## src/rtl/sdram_cmd_monitor.sv

```systemverilog
module sdram_cmd_monitor #(
  parameter int BURST_LEN = 4,
  parameter int T_RAS     = 5,
  parameter int T_RP      = 3
) (
  input  logic       clk,
  input  logic       rst_n,
  input  logic       clr,
  input  logic       cke,
  input  logic       cs_n,
  input  logic       ras_n,
  input  logic       cas_n,
  input  logic       we_n,
  input  logic       a10,
  input  logic       a11,
  output logic       err,
  output logic [2:0] err_code
);
  localparam bit FULL_PAGE = (BURST_LEN == 0);
  localparam int BL_EFF    = FULL_PAGE ? 1 : BURST_LEN;
  localparam int AP_WIN    = BL_EFF + T_RP;
  localparam int CMAX      = (T_RAS > AP_WIN) ? T_RAS : AP_WIN;
  localparam int CW        = $clog2(CMAX + 1);
  localparam int BW        = $clog2(BL_EFF + 1);

  typedef enum logic [1:0] {B_IDLE, B_OPEN, B_AUTOPRE, B_PRE} bank_st_t;

  logic [3:0] pins;
  logic is_act, is_rd, is_wr, is_rw, is_bst, is_pre;
  assign pins   = {cs_n, ras_n, cas_n, we_n};
  assign is_act = cke && pins == 4'b0011;
  assign is_rd  = cke && pins == 4'b0101;
  assign is_wr  = cke && pins == 4'b0100;
  assign is_bst = cke && pins == 4'b0110;
  assign is_pre = cke && pins == 4'b0010;
  assign is_rw  = is_rd || is_wr;

  logic [1:0] is_open, ap_busy, rp_busy, tras_early, is_idle, pre_hit;

  for (genvar b = 0; b < 2; b++) begin : g_bank
    bank_st_t     st;
    logic [CW-1:0] tcnt;
    logic          hit;
    assign hit           = (int'(a11) == b);
    assign pre_hit[b]    = is_pre && (a10 || hit);
    assign is_open[b]    = (st == B_OPEN);
    assign tras_early[b] = is_open[b] && tcnt != '0;
    assign ap_busy[b]    = (st == B_AUTOPRE) && tcnt != '0;
    assign rp_busy[b]    = (st == B_PRE) && tcnt != '0;
    assign is_idle[b]    = (st == B_IDLE) || (!is_open[b] && tcnt == '0);

    always_ff @(posedge clk or negedge rst_n) begin
      if (!rst_n) begin
        st   <= B_IDLE;
        tcnt <= '0;
      end else begin
        case (st)
          B_OPEN: begin
            if (pre_hit[b]) begin
              st   <= B_PRE;
              tcnt <= CW'(T_RP - 1);
            end else if (is_rw && hit && a10 && !FULL_PAGE) begin
              st   <= B_AUTOPRE;
              tcnt <= CW'(AP_WIN - 1);
            end else if (tcnt != '0) begin
              tcnt <= tcnt - 1'b1;
            end
          end
          default: begin
            if (tcnt != '0) begin
              tcnt <= tcnt - 1'b1;
            end else if (is_act && hit) begin
              st   <= B_OPEN;
              tcnt <= CW'(T_RAS - 1);
            end else begin
              st <= B_IDLE;
            end
          end
        endcase
      end
    end
  end

  logic          brun, bbank, pd;
  logic [BW-1:0] bcnt;

  always_ff @(posedge clk or negedge rst_n) begin
    if (!rst_n) begin
      brun  <= 1'b0;
      bcnt  <= '0;
      bbank <= 1'b0;
    end else if (is_rw && is_open[a11]) begin
      brun  <= FULL_PAGE || (BURST_LEN > 1);
      bcnt  <= BW'(BL_EFF - 1);
      bbank <= a11;
    end else if (is_bst || (is_pre && (a10 || a11 == bbank))) begin
      brun <= 1'b0;
    end else if (brun && !FULL_PAGE && cke) begin
      if (bcnt == BW'(1)) brun <= 1'b0;
      bcnt <= bcnt - 1'b1;
    end
  end

  always_ff @(posedge clk or negedge rst_n) begin
    if (!rst_n) pd <= 1'b0;
    else        pd <= !cke && (pd || (&is_idle));
  end

  logic       e_pd;
  logic [2:0] code_now;
  assign e_pd = pd && !cke && !cs_n && !(ras_n && cas_n && we_n);

  always_comb begin
    if (e_pd)                                     code_now = 3'd5;
    else if ((is_rw || is_act) && ap_busy[a11])   code_now = 3'd3;
    else if ((is_rw || is_act) && rp_busy[a11])   code_now = 3'd2;
    else if (is_rw && !is_open[a11])              code_now = 3'd6;
    else if (is_rw && a10 && FULL_PAGE)           code_now = 3'd4;
    else if (|(pre_hit & tras_early))             code_now = 3'd1;
    else if (is_bst && !brun)                     code_now = 3'd7;
    else                                          code_now = 3'd0;
  end

  always_ff @(posedge clk or negedge rst_n) begin
    if (!rst_n) begin
      err      <= 1'b0;
      err_code <= 3'd0;
    end else if (clr) begin
      err      <= 1'b0;
      err_code <= 3'd0;
    end else if (!err && code_now != 3'd0) begin
      err      <= 1'b1;
      err_code <= code_now;
    end
  end
endmodule

```

## config.mk

```make
export PLATFORM = sky130hd
export DESIGN_NAME = sdram_cmd_monitor
export DESIGN_NICKNAME = d
export VERILOG_FILES = /design/src/rtl/sdram_cmd_monitor.sv
export SDC_FILE = /design/constraint.sdc
export NUM_CORES = 1
export LEC_CHECK = 0
export ABC_CLOCK_PERIOD_IN_PS = 2100
export CORE_MARGIN = 2
export CORE_UTILIZATION = 55
export CTS_CLUSTER_DIAMETER = 200
export DETAILED_ROUTE_END_ITERATION = 10
export GPL_ROUTABILITY_DRIVEN = 1
export PLACE_DENSITY_LB_ADDON = 0.1
export SYNTH_ARGS = -nofsm -noshare
export SYNTH_HDL_FRONTEND = slang
export SYNTH_SLANG_ARGS = --single-unit
```

## constraint.sdc

```tcl
create_clock -name clk -period 2.1 [get_ports clk]
set_input_delay 0.525 -clock clk [delete_from_list [all_inputs] [get_ports clk]]
set_output_delay 0.525 -clock clk [all_outputs]
set_load 0.005 [all_outputs]
```

**Word-level counts from Yosys, hierarchy flattened**

Index checks and enable logic that the tools add are counted.

- Reductions and logical operators: 73
- Magnitude comparators: 1
- Add/sub/neg operators: 3
- Multiplexer cells: 45
- Eq/ne operators: 20
- Bitwise operators: 2

Operator list:

| cell | count |
|---|---|
| $mux 3 | 23 |
| $logic_and 1x1->1 | 35 |
| $reduce_bool 3->1 | 7 |
| $mux 2 | 8 |
| $mux 1 | 14 |
| $reduce_and 2->1 | 7 |
| $eq 4x3->1 const B | 3 |
| $logic_or 1x1->1 | 9 |
| $sub 3x1->3 const B | 3 |
| $eq 2x2->1 const B | 4 |
| $eq 4x2->1 const B | 2 |
| $logic_not 1->1 | 8 |
| $ne 4x1->1 const B | 2 |
| $logic_not 3->1 | 2 |
| $ne 2x2->1 const B | 3 |
| $ne 3x1->1 const B | 2 |
| $eq 2x1->1 const B | 2 |
| $logic_not 2->1 | 2 |
| $reduce_bool 2->1 | 2 |
| $eq 3x1->1 const B | 1 |
| $and 2x2->2 | 1 |
| $lt 1x2->1 const B | 1 |
| $reduce_or 2->1 | 1 |
| $eq 1x1->1 | 1 |
| $not 1->1 | 1 |

- Bits of input ports: 10
- Register bits: 20
- Word-level logic and storage cells: 154
- Output and inout port bits: 4

**Depth between registers and ports, before layout**

Gate-level depths: netlist (run 1).

- Word-level depth: 14
- Depth in mapped cells: 7
- Gate-level depth less buffers: 7

**Least setup slack after synthesis (run 1)**

Ideal clock, no wire load.

- Path type: input to register
- Start: in a11
- End: reg err_code[2]
- Cell stages on the path: 6
- Path slack: 0.434 ns
- Data required time: 1.978 ns
- Library setup time: 0.122 ns
- Arrival: 1.545 ns
- Cells stage by stage: buf_4 > inv_1 > mux2i_2 > o21ai_2 > a21o_1 > a32o_1

- Word-level cells in the longest chain between the ends: 13

RTL lines:

| what | RTL line | text |
|---|---|---|
| from (decl) | 15 | `input logic a11,` |
| $not 1->1 | 44 | `assign hit = (int'(a11) == b);` |
| $logic_or 1x1->1 | 45 | `assign pre_hit[b] = is_pre && (a10 \|\| hit);` |
| $logic_and 1x1->1 | 45 |  |
| $and 2x2->2 | 119 | `else if (\|(pre_hit & tras_early)) code_now = 3'd1;` |
| $reduce_or 2->1 | 119 |  |
| $mux 3 | 119 |  |
| $mux 3 | 117 | `else if (is_rw && !is_open[a11]) code_now = 3'd6;` |
| $mux 3 | 116 | `else if ((is_rw \|\| is_act) && rp_busy[a11]) code_now = 3'd2;` |
| $mux 3 * | 115 | `else if ((is_rw \|\| is_act) && ap_busy[a11]) code_now = 3'd3;` |
| $mux 3 * | 114 | `if (e_pd) code_now = 3'd5;` |
| $reduce_bool 3->1 | 131 | `end else if (!err && code_now != 3'd0) begin` |
| $logic_and 1x1->1 | 131 |  |
| $reduce_bool 2->1 (no source line) | n/a |  |
| to (signal assigned) | 133 | `err_code <= code_now;` |
| to (decl) | 17 | `output logic [2:0] err_code` |

Mark *: on every way between the ends. The rest lies on a longest branch, timed or not. The select of a mux whose other input is x is not followed.
A chain may end at the register's enable or synchronous reset.

**Worst setup path in the final report (run 1)**

- Start: reg err
- End: out err

RTL lines:

| what | RTL line | text |
|---|---|---|
| from (decl) | 16 | `output logic err,` |
| from (signal assigned) | 126 | `err <= 1'b0;` |
| from (signal assigned) | 129 | `err <= 1'b0;` |
| from (signal assigned) | 132 | `err <= 1'b1;` |

No word-level cell between the ends.

==> summary.txt, run 1 <==
Floorplan
  • Top Ports: 14
  • FP Rows: 18
  • Die Width: 54.73 um
  • Die height: 54.73 um
  • Total core area: 0.002455 mm2
  • DIE AREA: 0.002995 mm2
  • Effective utilization at floorplan: 57.65%

Critical path
  • Worst EP arrival: 1310 ps
  • Crit-path cells: clkdlybuf4s50_1
  • Critical path launch point type: flip-flop
  • WP buf/inv: 1
  • Reg-to-reg endpoint: err_code[2]
  • Worst setup path endpoint: err
  • Worst reg2reg startpoint: g_bank[0].tcnt[0]
  • Crit path max-delay family: buffers and inverters
  • Crit-path max FO: 7
  • Worst Reg-to-Reg Cells: 7
  • CP max stage delay: 530 ps
  • R2R Setup Slk: 280 ps
  • Slowest library cell on the worst path: clkdlybuf4s50_1
  • Critical path class: flip-flop to primary output
  • Crit. End Element: primary output
  • CP startpoint: err
  • Critical Path RT: 1570 ps
  • Worst path depth: 1

STA
  • Final Cycle Share: 87.42%
  • Worst-Margin Slew: 418.5 ps
  • Worst Skew: 10.46 ps
  • Slew HR: 72.10%
  • Final TNS setup: 0 ps
  • Max Transition Viols Final: 0
  • Post-route minimum period: 1836 ps
  • Final hold vios: 0
  • Highest Clock Rate: 0.5447 GHz
  • RSZ-0062 raised after global routing: false
  • Endpoints failing setup: 0

Synth
  • Syn_nets: 174
  • Syn_area_per_cell: 8.956 um2
  • Synth Instances: 158
  • Register area share after synthesis: 35.37%
  • Post-Syn Area: 0.001415 mm2
  • Flops & latches, synth: 20
  • Synthesis Warnings: 0
  • Fraction of registers with async set or reset after synthesis: 100.0%
  • Most common flop cell mapped by yosys: dfrtp_1
  • Distinct cell type count after synthesis: 46
  • EDFF count, synth: 0

Power and ir drop
  • Switching Share: 36.14%
  • Clock power share: 21.2%
  • Sw power: 558.4 uW
  • P_int: 986.7 uW
  • Power density cells: 932.0 mW/mm2
  • Static Leakage: 0.0007054 uW
  • VDD IR max: 789.5 uV
  • Sequential share of power: 38.2%
  • Comb power frac: 40.7%

Clock network
  • CTS Buffer Depth: 2
  • Post-CTS Resized: 0
  • Htree depth: 1
  • Worst skew pair latency: 320 ps
  • # hold bufs at CTS: 0
  • Clock sink count: 20
  • CTS tree: yes
  • Clk root buf: clkbuf_4
  • Total CTS buffers: 3
  • Post-CTS setup buffer count: 0
  • Clock-pin slew on the worst setup and hold paths: 130 ps

Final layout
  • Ratio of cells with drive above 1 in the final layout: 15.64%
  • # nets final: 196
  • Diodes inserted: 0
  • Post-Layout Cell Count: 209
  • Fin area: 0.001658 mm2
  • Area growth syn-to-layout: 17.15%

Route
  • Wire per inst: 15.12 um
  • Total wire length: 3160 um
  • 1st-pass router iterations: 4
  • Vias: 1,245
  • Starting DRT DRC Count: 61
  • Remaining DRCs: 0
  • Post-route ant nets: 0
  • Vias per cell: 5.957

Placed design
  • Dpl cell area: 0.001605 mm2
  • Dpl hpwl: 2428 um
  • RePlAce Congestion: 0.8959
  • Cell count after placement: 205
  • Port bufs: 13

Global routing
  • Largest net degree at the start of global routing: 21
  • Number of global-route vias before repair: 1,189
  • All-Layer GR Usage: 25.14%
  • First-pass GRT wire length: 5388 um
  • Global route overflow: 0
  • Initial antenna violation count: 0

Job
  • Maxcap violations: 0

Status
  • Outcome: complete, no violations

Hold path
  • Worst min-delay path category: primary input to async pin
[per-layer routing]
layer / wire length, um / track usage (%) / vias to the layer above
met3: 94 / 2.459 / 7
met2: 1507 / 39.68 / 27
met4: 61 / 10.00 / 0
li1: - / - / 613
met1: 1496 / 35.03 / 598
met5: 0 / 0 / -
[worst min path at each step]
stage / from / cells after the start / endpoint / slack [ps]
final: rst_n / 2 / g_bank[0].st[1] / 520
after global routing: bcnt[1] / 2 / bcnt[1] / 540
after CTS: bcnt[1] / 2 / bcnt[1] / 530
after detailed placement: bcnt[1] / 2 / bcnt[1] / 500
after global placement: g_bank[1].tcnt[1] / 2 / g_bank[1].tcnt[1] / 480
after floorplan: rst_n / 0 / bbank / 230
[worst reg2reg max path: cells and delay by family, from the launching register on]
family / cells / cell delay (ps)
DFF: 1 / 390
adders and majority gates: 1 / 230
buffers and inverters: 1 / 80
AOI/OAI and AO/OA: 2 / 360
and+or+nand+nor: 3 / 670
[cell usage after synthesis (all sizes together) (2+ instances only)]
cell type | instances | area, um2
nand4 | 2 | 12.51
xnor2 | 2 | 17.52
dfrtp | 20 | 500.5
inv | 9 | 33.78
a21oi | 13 | 65.06
ha | 6 | 75.07
o21a | 2 | 15.01
o211ai | 4 | 30.03
o21ai | 11 | 66.32
and2b | 4 | 31.28
nand2b | 7 | 51.30
nor3 | 5 | 35.03
nand3 | 8 | 45.04
a22oi | 3 | 32.53
nor2b | 4 | 25.02
a21o | 3 | 22.52
nor2 | 11 | 41.29
and4bb | 2 | 32.53
buf | 4 | 37.53
nand2 | 17 | 63.81
a211oi | 2 | 15.01
and3 | 2 | 12.51
[through the flow]
stage	hold slack [ps]	setup slack [ps]	total power (uW)	util (%)
after CTS	527.8	266.1	1545	67.53
final	523.7	264.2	1545	67.53
after global placement	480.1	-28.20	1181	65.39
after global routing	544.3	120.1	1665	67.53
after floorplan	229.4	433.5	1046	-
after detailed placement	497.6	-62.46	1218	65.39
[placed cells by master (no fill, tap or decap), drive strengths merged, types with 2 or more instances in the layout]
cell type / instances
dfrtp: 20
nand2: 17
a21oi: 13
clkdlybuf4s50: 13
nor2: 11
o21ai: 11
inv: 9
buf: 8
nand3: 8
nand2b: 7
ha: 6
nor3: 5
nor2b: 4
o211ai: 4
and2b: 4
a21o: 3
clkbuf: 3
a22oi: 3
and4bb: 2
and3: 2
o21a: 2
xnor2: 2
a211oi: 2
nand4: 2
[flip-flops by register name (all words and copies together) (netlist names)]
signal	count
g_bank.tcnt	6
bbank	1
bcnt	3
err_code	3
pd	1
g_bank.st	4
brun	1
err	1
[cell families (layout without fill, tap and decap cells)]
| logic type | count (synthesis) | count (layout) | share of synthesized area, % |
|---|---|---|---|
| compound gates | 48 | 48 | 24.05 |
| xor+xnor | 3 | 3 | 1.857 |
| fa+ha+maj | 6 | 6 | 5.305 |
| buf+inv | 13 | 34 | 5.039 |
| flops | 20 | 20 | 35.37 |
| mux | 1 | 1 | 0.9724 |
| simple gates | 67 | 67 | 27.41 |
[final cells by class]
cell class | instances | area, um2
Clock inverter | 1 | 30.03
Fill cell | 201 | 797.0
Inverter | 9 | 33.78
Multi-Input combinational cell | 125 | 843.3
Tap cell | 30 | 37.54
Sequential cell | 20 | 500.5
Clock buffer | 3 | 22.52
Timing Repair Buffer | 21 | 190.2
[power groups by stage]
stage	clock network, uW	logic [uW]	registers [uW]
after floorplan	0	469	577
after global routing	343	718	604
final	327	628	590
after global placement	0	590	591
after detailed placement	0	621	596
after CTS	328	629	588
Note: power is estimated with default switching activity, not from simulation.
==> run 2, diff against run 1 <==
Settings changed: CORE_MARGIN 2 to 1.5, GPL_ROUTABILITY_DRIVEN 1 to default.
==> run 2 against run 1 <==
Critical path depth is 6 higher. Global-route usage is 0.47 points lower. Largest cell class unchanged. Critical endpoint is now bcnt[0]. Power is 9.3% lower.
==> summary.txt, run 2 (synthesized netlist as in run 1, its figures left out) <==
Critical path
  • Worst Reg-to-Reg Cells: 7
  • Crit. End Element: flip-flop
  • Critical Path RT: 2290 ps
  • Critical path launch point type: primary input
  • Worst EP arrival: 2040 ps
  • R2R Setup Slk: 290 ps
  • Slowest library cell on the worst path: clkdlybuf4s50_1
  • Reg-to-reg endpoint: err_code[2]
  • Crit-path cells: clkdlybuf4s50_1 > buf_4 > xnor2_1 > o31ai_2 > nand3_1 > xnor2_1 > nand2_1
  • Critical path class: primary input to flip-flop
  • CP max stage delay: 510 ps
  • Worst reg2reg startpoint: g_bank[0].tcnt[0]
  • Top cell by count, worst path: xnor2_1
  • Crit-path max FO: 8

Floorplan
  • Die Width: 53.73 um
  • Top Ports: 14
  • Effective utilization at floorplan: 57.65%
  • FP Rows: 18
  • DIE AREA: 0.002886 mm2
  • Total core area: 0.002455 mm2
  • Die height: 53.73 um

STA
  • Worst Skew: 12.68 ps
  • Final hold vios: 0
  • Final Cycle Share: 88.02%
  • Highest Clock Rate: 0.5410 GHz
  • Slew HR: 71.30%
  • WHS: 511.4 ps
  • Worst-Margin Slew: 430.6 ps
  • Post-route minimum period: 1848 ps
  • RSZ-0062 raised after global routing: false
  • Max Transition Viols Final: 0
  • Endpoints failing setup: 0

Route
  • 1st-pass router iterations: 4
  • Vias: 1,233
  • Wire per inst: 15.41 um
  • Vias per cell: 5.928
  • Remaining DRCs: 0
  • Post-route ant nets: 0
  • Total wire length: 3205 um
  • Starting DRT DRC Count: 38

Clock network
  • Htree depth: 1
  • Worst skew pair latency: 310 ps
  • Clk root buf: clkbuf_4
  • Clock-pin slew on the worst setup and hold paths: 90 ps
  • # hold bufs at CTS: 0
  • CTS Buffer Depth: 2
  • Post-CTS setup buffer count: 0
  • Total CTS buffers: 3
  • Post-CTS Resized: 0
  • CTS tree: yes
  • Clock sink count: 20

Global routing
  • All-Layer GR Usage: 24.68%
  • Initial antenna violation count: 0
  • Largest net degree at the start of global routing: 21
  • First-pass GRT wire length: 5119 um
  • Global route overflow: 0
  • Number of global-route vias before repair: 1,165

Final layout
  • Reg with most FFs: g_bank.tcnt
  • Ratio of cells with drive above 1 in the final layout: 15.17%
  • Post-Layout Cell Count: 208
  • # nets final: 196
  • Most frequent cells in the layout: 20 x dfrtp_1, 17 x nand2_1, 13 x a21oi_1, 13 x clkdlybuf4s50_1, 11 x nor2_1
  • Final core utilization: 66.31%
  • Flip-flop and latch area: 500.5 um2
  • Multi-input gate area: 843.3 um2
  • Area growth syn-to-layout: 15.03%
  • Largest regs: g_bank.tcnt (6), g_bank.st (4)
  • # fillers: 198
  • Diodes inserted: 0
  • Max reg flops: 6
  • Most common cell after layout, fill and taps aside: dfrtp_1

Placed design
  • Port bufs: 13
  • Cell count after placement: 205
  • Dpl hpwl: 2455 um
  • RePlAce Congestion: 0.9309

Hold path
  • Hold Path Stages: 2
  • HP Start: g_bank[1].tcnt[1]
  • Hold EP: g_bank[1].tcnt[1]
  • Worst min-delay path category: flip-flop to flip-flop

Status
  • Outcome: complete, no violations

Power and ir drop
  • Static Leakage: 0.0006913 uW
  • VDD IR max: 548.4 uV
  • Power density cells: 861.1 mW/mm2

Job
  • Maxcap violations: 0
-- run 2: worst max-delay path: cells and delay by family --
family / cells / cell delay, ps
AOI/OAI and AO/OA: 1 / 260
xor gates and xnor gates: 2 / 280
buffers and inverters: 2 / 700
and+or+nand+nor: 2 / 260
-- run 2: worst max path at each step --
stage | from | endpoint | slack, ps | depth (start not counted)
final | a11 | bcnt[0] | 250 | 7
after global routing | a11 | bcnt[0] | 130 | 7
after CTS | a11 | bcnt[0] | 260 | 7
after detailed placement | a11 | bcnt[0] | -60 | 7
after global placement | a11 | err_code[2] | -30 | 6
after floorplan | a11 | err_code[2] | 430 | 6
-- run 2: area by class of cell --
cell class / instances / area share, %
Multi-Input combinational cell: 125 / 51.81
Sequential cell: 20 / 30.75
Timing Repair Buffer: 21 / 11.68
Inverter: 9 / 2.075
Tap cell: 30 / 2.306
Clock buffer: 3 / 1.384
-- run 2: routing by layer --
| layer | wire length (um) | up-vias | global-route usage, % |
|---|---|---|---|
| li1 | - | 613 | - |
| met1 | 1503 | 600 | 31.29 |
| met2 | 1587 | 18 | 41.26 |
| met3 | 99 | 2 | 6.389 |
| met4 | 15 | 0 | 6.838 |
| met5 | 0 | - | 0 |
-- run 2: power breakdown --
| group | total, uW | leakage [uW] | internal [uW] | switching, uW |
|---|---|---|---|---|
| Combinational | 633 | 0.000432 | 292 | 341 |
| Sequential | 589 | 0.000246 | 503 | 86.7 |
| Clock | 179 | 0.0000138 | 67.0 | 112 |
-- run 2: stage by stage --
stage	total power (uW)	setup TNS, ps	area, um2	setup WS, ps
after global routing	1520	0	1628	126.5
final	1402	0	1628	251.6
after global placement	1180	-28.93	1605	-28.93
after CTS	1405	0	1628	261.1
after floorplan	1046	0	1415	433.5
after detailed placement	1221	-126.2	1605	-56.13
